==> src/rtl/twr_pkg.sv <==
package twr_pkg;

  typedef enum logic [2:0] {
    ST_IDLE,
    ST_RX,
    ST_ACK,
    ST_TX,
    ST_TXACK
  } twr_state_e;

  typedef enum logic [1:0] {
    RX_DEV,
    RX_PTR,
    RX_DATA
  } twr_rx_e;

endpackage

==> src/rtl/twr_sync.sv <==
module twr_sync #(
  parameter int   WIDTH   = 2,
  parameter int   STAGES  = 2,
  parameter logic RST_VAL = 1'b1
) (
  input  logic             clk,
  input  logic             rst_n,
  input  logic [WIDTH-1:0] din,
  output logic [WIDTH-1:0] dout
);

  logic [WIDTH-1:0] chain [STAGES];

  always_ff @(posedge clk or negedge rst_n) begin
    if (!rst_n) chain[0] <= {WIDTH{RST_VAL}};
    else        chain[0] <= din;
  end

  for (genvar s = 1; s < STAGES; s++) begin : g_stage
    always_ff @(posedge clk or negedge rst_n) begin
      if (!rst_n) chain[s] <= {WIDTH{RST_VAL}};
      else        chain[s] <= chain[s-1];
    end
  end

  assign dout = chain[STAGES-1];

endmodule

==> src/rtl/twr_cond.sv <==
module twr_cond (
  input  logic clk,
  input  logic rst_n,
  input  logic scl_s,
  input  logic sda_s,
  output logic scl_rise,
  output logic scl_fall,
  output logic start_det,
  output logic stop_det
);

  logic scl_q, sda_q;

  always_ff @(posedge clk or negedge rst_n) begin
    if (!rst_n) begin
      scl_q <= 1'b1;
      sda_q <= 1'b1;
    end else begin
      scl_q <= scl_s;
      sda_q <= sda_s;
    end
  end

  assign scl_rise  = scl_s & ~scl_q;
  assign scl_fall  = ~scl_s & scl_q;
  assign start_det = scl_s & scl_q & sda_q & ~sda_s;
  assign stop_det  = scl_s & scl_q & ~sda_q & sda_s;

endmodule

==> src/rtl/twr_fsm.sv <==
module twr_fsm
  import twr_pkg::*;
#(
  parameter int            DW       = 8,
  parameter logic [DW-2:0] DEV_ADDR = 7'h69
) (
  input  logic          clk,
  input  logic          rst_n,
  input  logic          sda_s,
  input  logic          scl_rise,
  input  logic          scl_fall,
  input  logic          start_det,
  input  logic          stop_det,
  output logic          sda_oe,
  output logic          reg_we,
  output logic          reg_re,
  output logic [DW-1:0] reg_addr,
  output logic [DW-1:0] reg_wdata,
  input  logic [DW-1:0] reg_rdata
);

  localparam int CW = $clog2(DW + 1);
  localparam logic [CW-1:0] LAST = CW'(DW);

  twr_state_e    state;
  twr_rx_e       kind;
  logic [CW-1:0] cnt;
  logic [DW-1:0] rx_sh;
  logic [DW-1:0] tx_sh;
  logic [DW-1:0] ptr;
  logic          nxt_tx;
  logic          load_pend;

  always_ff @(posedge clk or negedge rst_n) begin
    if (!rst_n) begin
      state     <= ST_IDLE;
      kind      <= RX_DEV;
      cnt       <= '0;
      rx_sh     <= '0;
      tx_sh     <= '0;
      ptr       <= '0;
      nxt_tx    <= 1'b0;
      load_pend <= 1'b0;
      sda_oe    <= 1'b0;
      reg_we    <= 1'b0;
      reg_re    <= 1'b0;
      reg_addr  <= '0;
      reg_wdata <= '0;
    end else begin
      reg_we    <= 1'b0;
      reg_re    <= 1'b0;
      load_pend <= reg_re;
      if (load_pend) tx_sh <= reg_rdata;

      if (stop_det) begin
        state  <= ST_IDLE;
        sda_oe <= 1'b0;
      end else if (start_det) begin
        state  <= ST_RX;
        kind   <= RX_DEV;
        cnt    <= '0;
        sda_oe <= 1'b0;
      end else begin
        unique case (state)
          ST_RX: begin
            if (scl_rise && cnt != LAST) begin
              rx_sh <= {rx_sh[DW-2:0], sda_s};
              cnt   <= cnt + 1'b1;
            end else if (scl_fall && cnt == LAST) begin
              unique case (kind)
                RX_DEV: begin
                  if (rx_sh[DW-1:1] == DEV_ADDR) begin
                    sda_oe <= 1'b1;
                    state  <= ST_ACK;
                    if (rx_sh[0]) begin
                      nxt_tx   <= 1'b1;
                      reg_re   <= 1'b1;
                      reg_addr <= ptr;
                    end else begin
                      nxt_tx <= 1'b0;
                      kind   <= RX_PTR;
                    end
                  end else begin
                    state <= ST_IDLE;
                  end
                end
                RX_PTR: begin
                  ptr    <= rx_sh;
                  sda_oe <= 1'b1;
                  state  <= ST_ACK;
                  nxt_tx <= 1'b0;
                  kind   <= RX_DATA;
                end
                default: begin
                  reg_we    <= 1'b1;
                  reg_addr  <= ptr;
                  reg_wdata <= rx_sh;
                  ptr       <= ptr + 1'b1;
                  sda_oe    <= 1'b1;
                  state     <= ST_ACK;
                  nxt_tx    <= 1'b0;
                end
              endcase
            end
          end
          ST_ACK: begin
            if (scl_fall) begin
              cnt <= '0;
              if (nxt_tx) begin
                sda_oe <= ~tx_sh[DW-1];
                state  <= ST_TX;
              end else begin
                sda_oe <= 1'b0;
                state  <= ST_RX;
              end
            end
          end
          ST_TX: begin
            if (scl_rise) begin
              cnt <= cnt + 1'b1;
            end else if (scl_fall) begin
              if (cnt == LAST) begin
                sda_oe <= 1'b0;
                state  <= ST_TXACK;
              end else begin
                sda_oe <= ~tx_sh[DW-2];
                tx_sh  <= {tx_sh[DW-2:0], 1'b0};
              end
            end
          end
          ST_TXACK: begin
            if (scl_rise) begin
              ptr <= ptr + 1'b1;
              if (!sda_s) begin
                reg_re   <= 1'b1;
                reg_addr <= ptr + 1'b1;
                nxt_tx   <= 1'b1;
                state    <= ST_ACK;
              end else begin
                state <= ST_IDLE;
              end
            end
          end
          default: ;
        endcase
      end
    end
  end

endmodule

==> src/rtl/twowire_reg_target.sv <==
module twowire_reg_target #(
  parameter int           DW          = 8,
  parameter int           SYNC_STAGES = 2,
  parameter logic [6:0]   DEV_ADDR    = 7'h69
) (
  input  logic          clk,
  input  logic          rst_n,
  input  logic          scl_i,
  input  logic          sda_i,
  output logic          sda_oe_o,
  output logic          reg_we_o,
  output logic          reg_re_o,
  output logic [DW-1:0] reg_addr_o,
  output logic [DW-1:0] reg_wdata_o,
  input  logic [DW-1:0] reg_rdata_i
);

  logic [1:0] line_s;
  logic       scl_rise, scl_fall, start_det, stop_det;

  twr_sync #(.WIDTH(2), .STAGES(SYNC_STAGES), .RST_VAL(1'b1)) sync_i (
    .clk   (clk),
    .rst_n (rst_n),
    .din   ({scl_i, sda_i}),
    .dout  (line_s)
  );

  twr_cond cond_i (
    .clk       (clk),
    .rst_n     (rst_n),
    .scl_s     (line_s[1]),
    .sda_s     (line_s[0]),
    .scl_rise  (scl_rise),
    .scl_fall  (scl_fall),
    .start_det (start_det),
    .stop_det  (stop_det)
  );

  twr_fsm #(.DW(DW), .DEV_ADDR(DEV_ADDR[DW-2:0])) fsm_i (
    .clk       (clk),
    .rst_n     (rst_n),
    .sda_s     (line_s[0]),
    .scl_rise  (scl_rise),
    .scl_fall  (scl_fall),
    .start_det (start_det),
    .stop_det  (stop_det),
    .sda_oe    (sda_oe_o),
    .reg_we    (reg_we_o),
    .reg_re    (reg_re_o),
    .reg_addr  (reg_addr_o),
    .reg_wdata (reg_wdata_o),
    .reg_rdata (reg_rdata_i)
  );

endmodule

==> config.mk <==
export PLATFORM = sky130hd
export DESIGN_NAME = twowire_reg_target
export DESIGN_NICKNAME = d
export VERILOG_FILES = /design/src/rtl/twr_pkg.sv /design/src/rtl/twr_sync.sv /design/src/rtl/twr_cond.sv /design/src/rtl/twr_fsm.sv /design/src/rtl/twowire_reg_target.sv
export SDC_FILE = /design/constraint.sdc
export NUM_CORES = 1
export LEC_CHECK = 0
export BUFFER_PORTS_ARGS = -buffer_cell sky130_fd_sc_hd__buf_4
export CORE_ASPECT_RATIO = 1.75
export CORE_MARGIN = 5
export CORE_UTILIZATION = 57
export CTS_CLUSTER_DIAMETER = 30
export CTS_CLUSTER_SIZE = 28
export DETAILED_ROUTE_END_ITERATION = 12
export PLACE_DENSITY = 0.77
export SLEW_MARGIN = 5
export SYNTH_ARGS = -nofsm -noshare
export SYNTH_HDL_FRONTEND = slang
export SYNTH_SLANG_ARGS = --single-unit
==> constraint.sdc <==
create_clock -name clk -period 2.5 [get_ports clk]
set_input_delay 0.25 -clock clk [delete_from_list [all_inputs] [get_ports clk]]
set_output_delay 0.25 -clock clk [all_outputs]
set_load 0.01 [all_outputs]
==> impl_results.md <==
- Status: complete, no violations
- Num ports: 31
- Dpl cells: 387
- Pwr Density: 559 nW/µm²
- Vias in the first global route: 2,453
- GPL Wtd Cong: 0.896
- Logic pwr share: 8.1%
- Setup Fix Bufs, Post-CTS: 0
- Chip width: 66.1 µm
- DP HPWL: 4820 µm
- Peak VDD IR: 639 µV
- Final Instance Area: 3640 µm²
- TNS Setup: 0 ns
- WHS Path Cells: 3
- R2r endpoint: fsm_i.reg_addr[1]
- Synthesized area: 3140 µm²
- Setup violators final: 0
- Clock-pin slew on the worst setup and hold paths: 0.07 ns
- F_max: 470 MHz
- Initial DRC Count: 138
- Synth unique cells: 59
- CTS tree: done
- Final nets: 342
- Clk buf depth: 2
- Hold_ws: 0.150 ns
- Worst Slack Setup Final: 0.373 ns
- Final non-filler cell total: 406
- Syn Inst Count: 292
- Worst-path cell chain: nor2b_1 -> a32oi_1 -> a211oi_4 -> mux2_2
- Initial core utilization: 59.3%
- Lkg Pwr: 1.60 nW
- Pin count of the biggest net entering global routing: 61
- Clock Latency Late Sink: 0.35 ns
- YS warnings: 0
- Worst R2R Path Depth: 4
- Startpoint class of the critical path: register
- Internal: 1.50 mW
- Hold Crit Endpoint: fsm_i.tx_sh[0]
- CTS sink cnt: 60
- CORE AREA: 5300 µm²
- Worst path max stage delay: 0.66 ns
- DRT Pass-1 Iters: 4
- Post-synth EDFFs: 0
- Syn Nets: 307
- Row count: 35
- WL final: 6740 µm
- Tightest Pin Transition: 0.738 ns
- Switching portion of total power: 26.4%
- Final Hold Viols: 0
- Final Critical Period: 2.13 ns
- Maxcap violations: 0
- Crit. End Element: register
- Overall power: 2.03 mW
- Worst path bufs/invs: 0
- Post-Place Setup Slack: 0.362 ns
- Synth area leaders: dfrtp_1 43%, mux2_2 8.2%, dfstp_2 5.0%
- Total track usage: 21.2%
- Switching pwr: 0.537 mW
- DRC viols: 0
- Die area: 7160 µm²
- Antenna diodes: 0
- DR vias: 2,400
- Number of antenna violations at the first check in global routing: 0
- Seq pwr share: 53.1%
- Cell family with the largest share of critical-path delay: compound AO/OA/AOI/OAI gates
- Relative slew slack: 50.8%
- Primary FF master, synth: dfrtp_1
- Seq/Total Area, Yosys: 48.0%
- Syn avg cell area: 10.8 µm²
- Via density per instance: 5.91
- Fin crit share: 85.1%
- H-tree depth: 3
- PortBufs: 30
- Final slew viol count: 0
- Hold path startpoint: reg_rdata_i[0]
- Crit path DAT: 2.36 ns
- Share of layout cells above drive strength 1: 27.7%
- Clock root buffer: clkbuf_8
- CP max FO: 18
- Reg2reg setup slack: 0.37 ns
- Flops & latches, synth: 60
- CP Class: register to register
- Critical Path RT: 2.73 ns
- Worst hold-check path type: primary input to register
- Worst R2R Start: fsm_i.state[0]
- First-pass GRT wire length: 11,500 µm
- Fin util: 68.6%
- Post-DRT Antenna Nets: 0
- Clk pwr share: 38.9%
- Total grt overflow: 0
- Slowest cell on the critical path: dfrtp_1
- Placed inst area: 3430 µm²
- Top cell type's share of synthesized area: 43.0%
- RSZ-0062 raised after global routing: false
- Yosys top cell by area: dfrtp_1
- Die Y: 108 µm
- WL/cell: 16.6 µm
- CTS buffer count: 9
- Syn-to-layout area delta: 15.7%
- Post-synth ARST share: 100%
- Clock Skews: 0.00413 ns
## worst register-to-register path: stages, from the launching register on
cell	delay, ns
dfrtp_1	0.66
nor2b_1	0.27
a32oi_1	0.20
a211oi_4	0.50
mux2_2	0.39
## synthesized netlist by cell type (7+ instances only)
library cell and number:
nand2_1 24, mux2_2 23, dfrtp_1 54, mux2i_1 14, nand3_1 15, nand2b_1 7
a211oi_1 8, o21ai_0 18, nor2_1 8, inv_1 7, buf_2 10
## layer usage
| metal | part of all wire (%) | track usage, % | up-vias | routed length [µm] |
|---|---|---|---|---|
| met5 | 0 | 0 | - | 0 |
| met4 | 3.2 | 11.5 | 0 | 214 |
| met3 | 4.1 | 5.72 | 14 | 278 |
| met2 | 55 | 37.0 | 59 | 3720 |
| met1 | 37 | 22.6 | 1189 | 2530 |
| li1 | - | - | 1138 | - |
## power by group through the flow
stage / registers [mW] / clock network (mW) / logic, mW
CTS: 1.08 / 0.811 / 0.165
global placement: 1.09 / 0 / 0.155
floorplan: 1.07 / 0 / 0.110
global route: 1.09 / 0.853 / 0.187
detailed placement: 1.09 / 0 / 0.159
finish: 1.08 / 0.791 / 0.164
## placed cells by master (no fill, tap or decap), drive strengths merged, types with 2 or more instances in the layout
cell type	netlist	final
dfrtp	54	54
buf	14	37
nand2	24	24
mux2	23	23
o21ai	20	20
nand3	15	15
mux2i	14	14
clkbuf	2	12
a211oi	9	9
nor2	8	8
inv	7	7
nand2b	7	7
a2bb2oi	6	6
xnor2	6	6
dfstp	6	6
nand4	5	5
nor2b	5	5
nor3	5	5
a21oi	5	5
nor3b	5	5
nand3b	4	4
o22ai	4	4
o31ai	3	3
o211ai	3	3
ha	3	3
dlygate4sd3	0	3
or2	3	3
a31oi	3	3
and3b	2	2
nor4b	2	2
and4b	2	2
and2	2	2
xor2	2	2
and4	2	2
clkinvlp	0	2
clkinv	0	2
## registers in the layout, summed over array words and instances (netlist names), 2 cells and up
register / count
fsm_i.cnt: 4
fsm_i.kind: 2
fsm_i.ptr: 8
fsm_i.reg_addr: 8
fsm_i.reg_wdata: 8
fsm_i.rx_sh: 8
fsm_i.state: 3
fsm_i.tx_sh: 8
sync_i.chain: 2
sync_i.dout: 2
## kinds of logic (layout without fill, tap and decap cells)
family	after synthesis	after routing	synth area share, %
mux	37	37	12.7
simple gates	100	100	18.7
buf+inv	23	63	3.62
fa+ha+maj	3	3	1.19
xor+xnor	8	8	2.23
flops	60	60	48.0
compound gates	61	61	13.5
## how the worst max path moves through the flow
stage / start / endpoint / slack, ns / cells after the start
2_1_floorplan: fsm_i.cnt[0] / fsm_i.reg_addr[0] / 0.55 / 7
3_3_place_gp: sync_i.dout[1] / fsm_i.reg_addr[2] / 0.40 / 4
3_5_place_dp: sync_i.dout[1] / fsm_i.reg_addr[4] / 0.36 / 4
4_1_cts: sync_i.dout[1] / fsm_i.reg_addr[2] / 0.34 / 4
5_1_grt: sync_i.dout[1] / fsm_i.reg_addr[1] / 0.21 / 4
6_report: fsm_i.state[0] / fsm_i.reg_addr[1] / 0.37 / 4
## layout make-up
type | instances | area (µm²)
clock inverter | 4 | 25.0
inverter | 7 | 26.3
tap | 74 | 92.6
clock buffer | 12 | 155
timing repair buffer | 40 | 308
sequential | 60 | 1510
fill | 414 | 1660
multi-input combinational | 209 | 1520
## what timing repair did
action                                 in CTS  in global routing
setup endpoints to repair                   0                  0
hold buffers                                3                  0
gates resized for setup                     0                  0
endpoints found under the hold margin      56                  0
Note: power is estimated with default switching activity, not from simulation.
